[config.mk]
export PLATFORM = sky130hd
export DESIGN_NAME = mc_cpu
export DESIGN_NICKNAME = d
export VERILOG_FILES = /design/src/rtl/mc_cpu_pkg.sv /design/src/rtl/mc_cpu_regfile.sv /design/src/rtl/mc_cpu_alu.sv /design/src/rtl/mc_cpu_ctrl.sv /design/src/rtl/mc_cpu.sv
export SDC_FILE = /design/constraint.sdc
export NUM_CORES = 1
export LEC_CHECK = 0
export ABC_AREA = 1
export BUFFER_PORTS_ARGS = -buffer_cell sky130_fd_sc_hd__buf_2
export CAP_MARGIN = 20
export CORE_MARGIN = 4
export CORE_UTILIZATION = 60
export DETAILED_ROUTE_END_ITERATION = 10
export GPL_TIMING_DRIVEN = 0
export PLACE_DENSITY_LB_ADDON = 0.15
export SLEW_MARGIN = 20
export SYNTH_ARGS = -nofsm -noshare
export SYNTH_HDL_FRONTEND = slang
export SYNTH_SLANG_ARGS = --single-unit
export TNS_END_PERCENT = 30
[constraint.sdc]
create_clock -name clk -period 14.7 [get_ports clk]
set_input_delay 0 -clock clk [delete_from_list [all_inputs] [get_ports clk]]
set_output_delay 0 -clock clk [all_outputs]
set_load 0.02 [all_outputs]
[src/rtl/mc_cpu_pkg.sv]
package mc_cpu_pkg;

  // Fixed micro-step costs in clock cycles
  localparam int CYC_XFER = 1;
  localparam int CYC_MEM  = 10;
  localparam int CYC_DEC  = 2;
  localparam int CYC_ADD  = 2;
  localparam int CYC_MUL  = 5;
  localparam int CNT_W    = $clog2(CYC_MEM + 1);

  typedef enum logic [3:0] {
    OP_HALT   = 4'd0,
    OP_MOV_RR = 4'd1,
    OP_LOAD   = 4'd2,
    OP_STORE  = 4'd3,
    OP_ADD_RR = 4'd4,
    OP_ADD_RM = 4'd5,
    OP_SUB_RR = 4'd6,
    OP_SUB_RM = 4'd7,
    OP_MUL_RR = 4'd8
  } opcode_e;

  typedef enum logic [3:0] {
    S_FADDR,   // address register <- program counter
    S_FMEM,    // instruction fetch window
    S_FIR,     // instruction latch <- data register
    S_DEC,     // decode
    S_XADDR,   // operand address set-up
    S_XMEM,    // operand read or store window
    S_XREG,    // single-cycle register write
    S_XALU,    // arithmetic step
    S_HALT
  } state_e;

  typedef enum logic [1:0] {
    FN_ADD,
    FN_SUB,
    FN_MUL
  } alu_fn_e;

endpackage

[src/rtl/mc_cpu_regfile.sv]
module mc_cpu_regfile #(
  parameter int DW   = 16,
  parameter int NREG = 4,
  localparam int RW  = $clog2(NREG)
) (
  input  logic          clk,
  input  logic          rst_n,
  input  logic          wr_en,
  input  logic [RW-1:0] wr_sel,
  input  logic [DW-1:0] wr_data,
  input  logic [RW-1:0] rd_sel_a,
  input  logic [RW-1:0] rd_sel_b,
  output logic [DW-1:0] rd_data_a,
  output logic [DW-1:0] rd_data_b
);

  logic [DW-1:0] regs_q [NREG];

  for (genvar g = 0; g < NREG; g++) begin : g_reg
    logic en_g;
    assign en_g = wr_en && (wr_sel == RW'(g));
    always_ff @(posedge clk or negedge rst_n) begin
      if (!rst_n) begin
        regs_q[g] <= '0;
      end else if (en_g) begin
        regs_q[g] <= wr_data;
      end
    end
  end

  assign rd_data_a = regs_q[rd_sel_a];
  assign rd_data_b = regs_q[rd_sel_b];

endmodule

[src/rtl/mc_cpu_alu.sv]
module mc_cpu_alu
  import mc_cpu_pkg::*;
#(
  parameter int DW = 16
) (
  input  alu_fn_e       fn,
  input  logic [DW-1:0] opa,
  input  logic [DW-1:0] opb,
  output logic [DW-1:0] res
);

  always_comb begin
    unique case (fn)
      FN_ADD:  res = opa + opb;
      FN_SUB:  res = opa - opb;
      default: res = opa * opb;   // low half of the product
    endcase
  end

endmodule

[src/rtl/mc_cpu_ctrl.sv]
module mc_cpu_ctrl
  import mc_cpu_pkg::*;
(
  input  logic       clk,
  input  logic       rst_n,
  input  logic [3:0] op,
  output state_e     state,
  output logic       step_last
);

  state_e            state_q, state_d;
  logic [CNT_W-1:0]  cnt_q, cnt_d;
  logic [CNT_W-1:0]  cost;

  // Cycle cost of the current micro-step
  always_comb begin
    unique case (state_q)
      S_FMEM, S_XMEM: cost = CNT_W'(CYC_MEM);
      S_DEC:          cost = CNT_W'(CYC_DEC);
      S_XALU:         cost = (op == OP_MUL_RR) ? CNT_W'(CYC_MUL) : CNT_W'(CYC_ADD);
      default:        cost = CNT_W'(CYC_XFER);
    endcase
  end

  assign step_last = (cnt_q == cost - CNT_W'(1));

  // Next-state logic
  always_comb begin
    state_d = state_q;
    cnt_d   = step_last ? '0 : cnt_q + CNT_W'(1);
    if (step_last) begin
      unique case (state_q)
        S_FADDR: state_d = S_FMEM;
        S_FMEM:  state_d = S_FIR;
        S_FIR:   state_d = S_DEC;
        S_DEC: begin
          unique case (op)
            OP_HALT:                       state_d = S_HALT;
            OP_MOV_RR:                     state_d = S_XREG;
            OP_ADD_RR, OP_SUB_RR, OP_MUL_RR: state_d = S_XALU;
            OP_LOAD, OP_STORE,
            OP_ADD_RM, OP_SUB_RM:          state_d = S_XADDR;
            default:                       state_d = S_FADDR;
          endcase
        end
        S_XADDR: state_d = S_XMEM;
        S_XMEM: begin
          if (op == OP_STORE)     state_d = S_FADDR;
          else if (op == OP_LOAD) state_d = S_XREG;
          else                    state_d = S_XALU;
        end
        S_XREG:  state_d = S_FADDR;
        S_XALU:  state_d = S_FADDR;
        default: state_d = S_HALT;
      endcase
    end
  end

  // State registers
  always_ff @(posedge clk or negedge rst_n) begin
    if (!rst_n) begin
      state_q <= S_FADDR;
      cnt_q   <= '0;
    end else begin
      state_q <= state_d;
      cnt_q   <= cnt_d;
    end
  end

  assign state = state_q;

endmodule

[src/rtl/mc_cpu.sv]
module mc_cpu
  import mc_cpu_pkg::*;
#(
  parameter int DW   = 16,
  parameter int AW   = 8,
  parameter int NREG = 4
) (
  input  logic          clk,
  input  logic          rst_n,
  output logic [AW-1:0] mem_addr,
  output logic [DW-1:0] mem_wdata,
  input  logic [DW-1:0] mem_rdata,
  output logic          mem_req,
  output logic          mem_we,
  output logic          halted
);

  localparam int RW     = $clog2(NREG);
  localparam int OP_TOP = DW - 1;
  localparam int RI_TOP = DW - 5;
  localparam int RJ_TOP = RI_TOP - RW;

  state_e        state;
  logic          step_last;
  logic [DW-1:0] ir_q;
  logic [AW-1:0] pc_q, mar_q, mar_d;
  logic [DW-1:0] mdr_q, mdr_d;
  logic          pc_en, mar_en, mdr_en, ir_en;
  logic [3:0]    op;
  logic [RW-1:0] ri, rj;
  logic [DW-1:0] rd_a, rd_b;
  logic          rf_we;
  logic [DW-1:0] rf_wd;
  logic          mem_form;
  alu_fn_e       alu_fn;
  logic [DW-1:0] alu_b, alu_y;

  assign op = ir_q[OP_TOP -: 4];
  assign ri = ir_q[RI_TOP -: RW];
  assign rj = ir_q[RJ_TOP -: RW];

  mc_cpu_ctrl u_ctrl (
    .clk       (clk),
    .rst_n     (rst_n),
    .op        (op),
    .state     (state),
    .step_last (step_last)
  );

  mc_cpu_regfile #(.DW(DW), .NREG(NREG)) u_rf (
    .clk       (clk),
    .rst_n     (rst_n),
    .wr_en     (rf_we),
    .wr_sel    (ri),
    .wr_data   (rf_wd),
    .rd_sel_a  (ri),
    .rd_sel_b  (rj),
    .rd_data_a (rd_a),
    .rd_data_b (rd_b)
  );

  assign mem_form = (op == OP_ADD_RM) || (op == OP_SUB_RM);
  assign alu_b    = mem_form ? mdr_q : rd_b;

  always_comb begin
    unique case (op)
      OP_ADD_RR, OP_ADD_RM: alu_fn = FN_ADD;
      OP_SUB_RR, OP_SUB_RM: alu_fn = FN_SUB;
      default:              alu_fn = FN_MUL;
    endcase
  end

  mc_cpu_alu #(.DW(DW)) u_alu (
    .fn  (alu_fn),
    .opa (rd_a),
    .opb (alu_b),
    .res (alu_y)
  );

  // Datapath enables and next values
  always_comb begin
    pc_en  = 1'b0;
    mar_en = 1'b0;
    mar_d  = pc_q;
    mdr_en = 1'b0;
    mdr_d  = mem_rdata;
    ir_en  = 1'b0;
    rf_we  = 1'b0;
    rf_wd  = alu_y;
    unique case (state)
      S_FADDR: mar_en = 1'b1;
      S_FMEM: begin
        mdr_en = step_last;
        pc_en  = step_last;
      end
      S_FIR: ir_en = 1'b1;
      S_XADDR: begin
        mar_en = 1'b1;
        mar_d  = ir_q[AW-1:0] & ~AW'(1);
        if (op == OP_STORE) begin
          mdr_en = 1'b1;
          mdr_d  = rd_a;
        end
      end
      S_XMEM: mdr_en = step_last && (op != OP_STORE);
      S_XREG: begin
        rf_we = 1'b1;
        rf_wd = (op == OP_MOV_RR) ? rd_b : mdr_q;
      end
      S_XALU: rf_we = step_last;
      default: ;
    endcase
  end

  always_ff @(posedge clk or negedge rst_n) begin
    if (!rst_n) begin
      pc_q  <= '0;
      mar_q <= '0;
      mdr_q <= '0;
      ir_q  <= '0;
    end else begin
      if (pc_en)  pc_q  <= pc_q + AW'(2);
      if (mar_en) mar_q <= mar_d;
      if (mdr_en) mdr_q <= mdr_d;
      if (ir_en)  ir_q  <= mdr_q;
    end
  end

  assign mem_addr  = mar_q;
  assign mem_wdata = mdr_q;
  assign mem_req   = (state == S_FMEM) || (state == S_XMEM);
  assign mem_we    = (state == S_XMEM) && (op == OP_STORE);
  assign halted    = (state == S_HALT);

endmodule

# Word-level counts from Yosys, hierarchy flattened
# Memories as Yosys holds them, arrays and structs flattened.
# Index checks and enable logic that the tools add are counted.
[classes]
n_addsub = 5
multipliers = 1
div_mod_pow = 0
magnitude_cmp = 2
n_eq_ne = 22
shift = 0
muxes = 26
bitwise = 2
reduce_logical = 16
[ops]
columns = ["cell", "count"]
rows = [
  ["$mux W16", 9],
  ["$bmux W16 S2", 2],
  ["$eq A4 B3 Y1 const B", 8],
  ["$pmux W16 S2", 1],
  ["$pmux W4 S7", 1],
  ["$add A16 B16 Y16", 1],
  ["$eq A4 B2 Y1 const B", 4],
  ["$mul A16 B16 Y16", 1],
  ["$sub A16 B16 Y16", 1],
  ["$pmux W4 S3", 1],
  ["$reduce_or A2 Y1", 5],
  ["$add A8 B2 Y8 const B", 1],
  ["$eq A4 B1 Y1 const B", 2],
  ["$eq A4 B4 Y1 const B", 2],
  ["$mux W4", 2],
  ["$mux W8", 1],
  ["$ge A3 B3 Y1 const B", 2],
  ["$logic_and A1 B1 Y1", 6],
  ["$not A2 Y3", 2],
  ["$mux W1", 5],
  ["$add A4 B1 Y4 const B", 1],
  ["$eq A2 B1 Y1 const B", 2],
  ["$eq A2 B2 Y1 const B", 2],
  ["$eq A4 B4 Y1", 1],
  ["other kinds (9)", 11],
]
[word_totals]
regBits = 120
latchBits = 0
mem_bits_rw = 0
romBits = 64
input_bits = 18
output_inout_bits = 27
elab_cells = 85
n_memories = 1
[memory_table]
columns = ["memory", "words", "word_bits", "read_ports", "rd_clocked_by_memory_dff", "wr", "line", "rtl"]
rows = [
  ["(no name shown)", 16, 4, 1, 0, 0, "mc_cpu_ctrl.sv:37", "unique case (op)"],
]

# Depth between registers and ports, before layout
# Gate-level depths: netlist of the first run.
[logic_depth]
word_depth = 8
depth_mapped = 43
depth_no_buf = 40

# By module
# A second synthesis of the first run with hierarchy kept.
[hier_totals]
cells_unflattened = 1983
area_unflattened_um2 = 13071.3
[by_module_without_submodules]
columns = ["mod", "n_inst", "cells_per_inst", "area_each_um2", "seq_area_each_um2"]
rows = [
  ["mc_cpu_alu", 1, 872, 5580.4, 0.0],
  ["mc_cpu_regfile", 1, 594, 3960.0, 1601.5],
  ["mc_cpu", 1, 408, 2845.2, 1126.1],
  ["mc_cpu_ctrl", 1, 109, 685.7, 200.2],
]

# Worst setup path after synthesis of the first run
# Ideal clock, no wire load.
[synth_timing]
kind = "flip-flop to flip-flop"
start = "register ir_q[9]"
end = "register u_rf.regs_q[30] in the netlist's numbering"
setup_time_ps = 65
t_arrival_ps = 5880
required_time_ps = 14635
slack_ps = 8755
stages_incl_launch_ff = 34
n_path_buf = 3
synth_period_minus_slack_ps = 5945
path_cell_list = "dfrtp_1 buf_4 inv_2 buf_4 a21oi_1 o21ai_1 nand2_1 nand2_1 o21ai_2 buf_2 inv_1 nand2_1 fa_1 fa_1 fa_1 fa_1 inv_1 fa_1 inv_1 fa_1 inv_1 ha_1 nand2_1 o21ai_0 a21oi_1 o21bai_1 nor2_1 nor2_1 nand2_1 o21ai_0 nand2_1 o21ai_0 nand2_1 nand2_1"
[synth_via]
elab_chain_len = 8
elab_cells_between_ends = 11
classes_between = "add/sub: 2; mul: 1; mux: 7; bitwise: 1"
[synth_lines]
columns = ["element", "line", "rtl"]
rows = [
  ["start: declaration", "mc_cpu.sv:25", "logic [DW-1:0] ir_q;"],
  ["start signal: assignment", "mc_cpu.sv:125", "if (ir_en) ir_q <= mdr_q;"],
  ["$not A2 Y3 (not written as such) *", "mc_cpu_regfile.sv:32", "assign rd_data_b = regs_q[rd_sel_b];"],
  ["$bmux W16 S2 *", "mc_cpu_regfile.sv:32", ""],
  ["$mux W16 (not written as such) * (2 in a row)", "mc_cpu_regfile.sv:32", ""],
  ["$mux W16", "mc_cpu.sv:63", "assign alu_b = mem_form ? mdr_q : rd_b;"],
  ["$mul A16 B16 Y16 (tied with other cells)", "mc_cpu_alu.sv:16", "default: res = opa * opb;"],
  ["$pmux W16 S2", "mc_cpu_alu.sv:13", "unique case (fn)"],
  ["$mux W16 *", "mc_cpu.sv:90", "unique case (state)"],
  ["end signal: indexed assignment", "mc_cpu_regfile.sv:26", "regs_q[g] <= wr_data;"],
  ["end: declaration", "mc_cpu_regfile.sv:17", "logic [DW-1:0] regs_q [NREG];"],
]
# Mark *: on every way between the ends. The rest lies on a longest branch, timed or not. The select of a mux whose other input is x is not followed.
# A chain may end at the register's enable or synchronous reset.

# Final worst setup path of the first run
[layout_timing]
start = "register ir_q[11]"
end = "register u_rf.regs_q[46] in the netlist's numbering"
[layout_via]
elab_chain_len = 7
elab_cells_between_ends = 11
classes_between = "add/sub: 2; mul: 1; eq/ne: 1; mux: 5; bitwise: 1; reduce/logical: 1"
[layout_lines]
columns = ["element", "line", "rtl"]
rows = [
  ["$not A2 Y3 (not written as such)", "mc_cpu_regfile.sv:31", "assign rd_data_a = regs_q[rd_sel_a];"],
  ["$bmux W16 S2", "mc_cpu_regfile.sv:31", ""],
  ["$mux W16 (not written as such) (2 in a row)", "mc_cpu_regfile.sv:31", ""],
  ["$mul A16 B16 Y16 (tied with other cells)", "mc_cpu_alu.sv:16", ""],
  ["$pmux W16 S2", "mc_cpu_alu.sv:13", ""],
  ["$mux W16", "mc_cpu.sv:90", ""],
]
# Parallel ways exist; a longest one is shown, timed or not. The select of a mux whose other input is x is not followed.

==> summary.md, run 1 <==
| Metric | Value |
|---|---|
| Largest net degree at the start of global routing | `63` |
| Worst Setup Path Type | `reg2reg` |
| Routability cong. | `1.02` |
| Syn nets | `1759` |
| Hold Path Class | `in2reg` |
| CP max FO | `10` |
| Core footprint | `18800 um2` |
| Register-to-Register Path Depth | `31` |
| First-pass GRT wire length | `61000 um` |
| Drt via density | `5.87` |
| Remaining Overflow, GRT | `0` |
| Slew Limit Fails | `0` |
| Clock latency on the worst-skew pair | `0.42 ns` |
| Total global-route track usage | `36.6%` |
| Worst r2r src | `ir_q[11]` |
| Worst Setup SP | `ir_q[11]` |
| Area delta synth->final | `11.3%` |
| Netlist cell types | `51` |
| Sink Count | `117` |
| Sequential-to-total area share from yosys stat | `25.3%` |
| Hpwl dp | `29200 um` |
| Post-route minimum period | `7.33 ns` |
| Setup Total Neg Slack | `0 ns` |
| Starting Density | `61.4%` |
| Avg Cell Area, Syn | `7.27 um2` |
| Yosys warnings | `0` |
| Post-CTS sizing | `0` |
| Bufs on Longest Clock Path | `2` |
| Die area | `21600 um2` |
| Synth Cell Area | `11600 um2` |
| Worst Path Required | `15.06 ns` |
| Ports | `45` |
| Flops & latches, synth | `117` |
| Vias | `11400` |
| Max cap viols | `0` |
| Asr flop ratio synth | `100%` |
| CP Capture Point | `u_rf.regs_q[46]` |
| RSZ-0062 raised after global routing | `no` |
| Die width | `147 um` |
| TritonCTS clock tree | `done` |
| Number of DRC markers in iteration 0 | `1353` |
| Final Cycle Share | `49.9%` |
| Layout cell share with drive strength beyond 1 | `10.6%` |
| Inserted Diodes | `0` |
| Worst Hold Path Cells | `3` |
| CTS Buf Count | `17` |
| Initial antenna violation count | `0` |
| Std-Cell Rows | `50` |
| Filler cell count | `1604` |
| Clock Skews | `0.00783 ns` |
| First-pass iteration count of the detailed router | `6` |
| Met1 GRT Util | `50.1%` |
| Worst hold slack | `0.0261 ns` |
| PortBufs | `43` |
| Clk root buf | `clkbuf_16` |
| Htree depth | `4` |
| Synth Instances | `1591` |
| Crit-path max cell delay | `0.84 ns` |
| # hold bufs at CTS | `16` |
| Final #Nets | `1838` |
| Ys flop type | `dfrtp_1` |
| Slew headroom | `20.8%` |
| FF-to-FF setup slack | `7.37 ns` |
| CP most frequent cell | `nand2_1` |
| Hold Fails Final Rpt | `0` |
| CP max-delay cell | `nor3_2` |
| Status | `finished clean` |
| Post-DRT Antenna Nets | `0` |
| Worst-path clk slew | `0.06 ns` |
| Setup Viol. Count Final | `0` |
| RR Endpoint | `u_rf.regs_q[46]` |
| Final WL | `39000 um` |
| EDFF count, synth | `0` |
| GR Util met2 | `53.8%` |
| Achievable Freq | `0.136 GHz` |
| # DRC | `0` |
| Vias in the first global route | `11100` |
| Arr. time, crit path | `7.69 ns` |
| Routed length per placed instance | `20.1 um` |
| Critical path startpoint category | `flop` |
| Overall die height | `147 um` |
| Post CTS Setup Buffer Count | `0` |
| CP Capture Type | `flop` |
| Grt peak-use layer | `met2` |
| Slew @ Worst Pin | `1.18 ns` |
| Routing usage on met3 | `11.8%` |
-- kinds of logic after synthesis --
logic type	Yosys count	share of synthesized area, %
flops	117	25.3
fa+ha+maj	150	21.5
compound gates	264	13.2
other cells	1	0.0324
buf+inv	312	11.1
xor+xnor	40	3.03
mux	3	0.292
simple gates	704	25.6
-- flip-flops by register name (all words and copies together) (netlist names) --
register	flops
u_rf.regs_q	64
mem_wdata	16
ir_q	15
mem_addr	7
pc_q	7
u_ctrl.cnt_q	4
u_ctrl.state	4
-- area by class of cell --
cell class | instances | area, um2 | area share (%)
clock buffer | 19 | 443 | 3.44
multi-input combinational | 1162 | 7350 | 57.1
timing repair buffer | 60 | 409 | 3.18
sequential | 117 | 2930 | 22.7
buffer | 46 | 275 | 2.14
inverter | 266 | 1010 | 7.82
clock inverter | 13 | 134 | 1.04
tap | 260 | 325 | 2.53
-- how the worst min path moves through the flow --
stage	startpoint	to	slack (ns)
2_1_floorplan	rst_n	ir_q[10]	-0.30
3_3_place_gp	mem_rdata[4]	mem_wdata[4]	0.25
3_5_place_dp	rst_n	pc_q[4]	-0.0007
4_1_cts	mem_rdata[15]	mem_wdata[15]	0.02
5_1_grt	mem_rdata[15]	mem_wdata[15]	0.04
6_report	mem_rdata[15]	mem_wdata[15]	0.03
-- routing by layer --
layer,up-vias,share of wire [%]
met5,-,0
met4,0,4.4
met3,139,13
met2,730,43
met1,5349,39
li1,5192,-
-- placed cells by master, fill, tap and decap left out, types with 24 or more instances in the layout --
cell | synthesis | layout
a21oi_1 | 67 | 67
buf_2 | 19 | 61
nor2_1 | 148 | 148
inv_1 | 240 | 240
nand2_1 | 423 | 423
dfrtp_1 | 117 | 117
xor2_1 | 24 | 24
fa_1 | 81 | 81
nand3_1 | 70 | 70
ha_1 | 69 | 69
o21ai_0 | 115 | 115
-- critical path, delay by kind of cell, from the launching register on --
family / cells / cell delay, ns
adders and majority gates: 7 / 2.79
DFF: 1 / 0.36
buffers and inverters: 6 / 0.97
AOI/OAI and AO/OA: 7 / 1.29
and+or+nand+nor: 11 / 1.84
-- stage by stage --
stage	area (um2)	instances	setup slack, ns	utilization, %
2_1_floorplan	11600	1591	8.76	-
3_3_place_gp	12100	1894	7.56	64.3
3_5_place_dp	12100	1895	7.53	64.4
4_1_cts	12900	1943	7.54	68.4
5_1_grt	12900	1943	7.02	68.4
6_report	12900	1943	7.37	68.4
-- cells in the mapped netlist, types with 4 or more instances --
library cell / count / share of area (%)
a32oi_1: 4 / 0.30
ha_1: 69 / 7.5
xnor2_1: 16 / 1.2
o21ai_1: 9 / 0.39
dfrtp_1: 117 / 25
nand2_1: 423 / 14
nand3_1: 70 / 3.0
nand2_4: 5 / 0.49
nor2_2: 11 / 0.60
inv_1: 240 / 7.8
buf_2: 19 / 0.82
inv_2: 18 / 0.58
buf_6: 7 / 0.68
o211ai_1: 13 / 0.84
or2_2: 4 / 0.22
o221ai_1: 7 / 0.53
o21ai_2: 4 / 0.30
nor3_1: 14 / 0.61
xor2_1: 24 / 1.8
nand3_2: 4 / 0.35
o21ai_0: 115 / 5.0
fa_1: 81 / 14
o22ai_1: 13 / 0.70
a31oi_1: 12 / 0.65
nor2_1: 148 / 4.8
a21oi_1: 67 / 2.9
buf_4: 7 / 0.45
clkinv_1: 5 / 0.16
nand3b_1: 4 / 0.26
clkbuf_1: 13 / 0.42
nand4_1: 6 / 0.32
nand2_2: 7 / 0.38
Power of run 1 is left out: the tool's default activity adds up to more than one toggle a clock period on the data nets, which glitch-free logic cannot reach.
==> run 2, diff against run 1 <==
==> constraint.sdc (replaced) <==
create_clock -name clk -period 6.91 [get_ports clk]
set_input_delay 0 -clock clk [delete_from_list [all_inputs] [get_ports clk]]
set_output_delay 0 -clock clk [all_outputs]
set_load 0.02 [all_outputs]
==> run 2 against run 1 <==
Against the previous run:
- wire length up 1.2%
- final area rose by 3.5%
- core utilization increased by 2.4 points
- critical path depth shrank 4
- clock-buffer cell count stayed put
- final cell count up 1.1%
- non-clock buffer count up 22
- worst hold slack improved by 0.026 ns
- register-to-register slack lost 7.1 ns
- via count up 1.2%
==> summary.md, run 2 (synthesized netlist as in run 1, its figures left out) <==
| Metric | Value |
|---|---|
| Final Cycle Share | `95.7%` |
| Slew Limit Fails | `0` |
| Worst-path clk slew | `0.06 ns` |
| Worst Path Required | `7.22 ns` |
| Total global-route track usage | `36.8%` |
| Clock latency on the worst-skew pair | `0.42 ns` |
| Worst setup margin | `0.296 ns` |
| Area delta synth->final | `15.2%` |
| Clk root buf | `clkbuf_16` |
| Largest reg by FF count | `u_rf.regs_q` |
| Hpwl dp | `29200 um` |
| CP Capture Type | `flop` |
| Placed Cells incl. Taps | `1895` |
| Final #Nets | `1860` |
| Worst Setup Path Type | `reg2reg` |
| Slew @ Worst Pin | `0.821 ns` |
| PortBufs | `43` |
| Post-Place Setup Slack | `-0.260 ns` |
| Die area | `21600 um2` |
| Ports | `45` |
| Slew headroom | `45.0%` |
| Status | `finished clean` |
| Worst hold slack | `0.0522 ns` |
| Routed length per placed instance | `20.1 um` |
| First-pass GRT wire length | `61300 um` |
| Vias | `11500` |
| Layout cell share with drive strength beyond 1 | `13.5%` |
| Vias in the first global route | `11100` |
| CP max FO | `10` |
| Sink Count | `117` |
| First-pass iteration count of the detailed router | `7` |
| Clock Skews | `0.00952 ns` |
| Initial antenna violation count | `0` |
| Hold Fails Final Rpt | `0` |
| Arr. time, crit path | `6.92 ns` |
| Bufs on Longest Clock Path | `2` |
| Drt via density | `5.87` |
| Inserted Diodes | `0` |
| CTS Buf Count | `17` |
| Max cap viols | `0` |
| Post-DRT Antenna Nets | `0` |
| Commonest cells after routing, fill and taps aside | `417 x nand2_1, 237 x inv_1, 145 x nor2_1` |
| Post-route minimum period | `6.61 ns` |
| Hold Path Class | `in2reg` |
| Number of DRC markers in iteration 0 | `1461` |
| Final WL | `39500 um` |
| Overall die height | `147 um` |
| Largest net degree at the start of global routing | `63` |
| Critical path startpoint category | `flop` |
| Starting Density | `61.4%` |
| # DRC | `0` |
| TritonCTS clock tree | `done` |
| Htree depth | `4` |
| Achievable Freq | `0.151 GHz` |
| Std-Cell Rows | `50` |
| Core footprint | `18800 um2` |
| Placed cell area | `12100 um2` |
| Die width | `147 um` |
| Most common cell after layout, fill and taps aside | `nand2_1` |
| Fin area | `13300 um2` |
| Remaining Overflow, GRT | `0` |
| Max reg flops | `64` |
| Routability cong. | `1.02` |
| RSZ-0062 raised after global routing | `yes` |
| Setup Viol. Count Final | `0` |
| Non-Filler Instances | `1965` |
## run 2: path summary, 6_finish.rpt
check	from	end	slack [ns]	cells after the start
worst max-delay path	ir_q[15]	u_rf.regs_q[13]	0.30	27
worst min-delay path	mem_rdata[15]	mem_wdata[15]	0.05	3
worst max register to register	ir_q[15]	u_rf.regs_q[13]	0.30	27
worst min register to register	mem_addr[2]	mem_addr[2]	0.48	2
max in group asynchronous	rst_n	u_rf.regs_q[9]	6.09	3
min in group asynchronous	rst_n	pc_q[4]	0.12	2
## run 2: metal layers
layer  GRT usage, %  vias to the layer above  share of wire, %
met5              0                        -                 0
met4           14.7                        0               4.3
met3           11.1                      140                14
met2           54.1                      776                43
met1           51.0                     5379                39
li1               -                     5247                 -
## run 2: what timing repair did
| action | 4_1_cts | 5_1_grt |
|---|---|---|
| resized for setup | 9 | 57 |
| pin swaps | 1 | 9 |
| hold endpoints to repair | 70 | 0 |
| hold buffers | 16 | 0 |
| endpoints found under the setup margin | 13 | 16 |
| buffers inserted | 5 | 17 |
## run 2: through the flow
stage	utilization, %	TNS (ns)
detailed placement	64.4	-1.81
CTS	68.8	0
global placement	64.3	-1.70
finish	70.7	0
floorplan	-	0
global route	70.7	-0.0335
## run 2: worst max-delay path, cell delays in order (launching register included)
cell      delay (ns)
dfrtp_1         0.43
inv_2           0.11
nand2_4         0.12
nor2_4          0.27
buf_6           0.19
nand2_1         0.10
nand2_1         0.13
clkbuf_4        0.26
nor2_1          0.10
fa_1            0.52
inv_1           0.05
fa_1            0.48
inv_1           0.06
fa_1            0.54
fa_1            0.47
fa_1            0.50
inv_1           0.05
fa_1            0.47
inv_1           0.05
ha_1            0.34
a21oi_2         0.16
o21ai_0         0.11
or2_2           0.29
nand3_2         0.11
a21oi_1         0.10
or2_2           0.34
nand2_1         0.07
nand2_1         0.05
## run 2: cell type report
class | instances | area (um2)
inverter | 266 | 1030
timing repair buffer | 82 | 624
buffer | 46 | 319
clock buffer | 19 | 443
sequential | 117 | 2930
fill | 1542 | 5510
tap | 260 | 325
clock inverter | 13 | 134
multi-input combinational | 1162 | 7520
Power of run 2 is left out for the same reason.
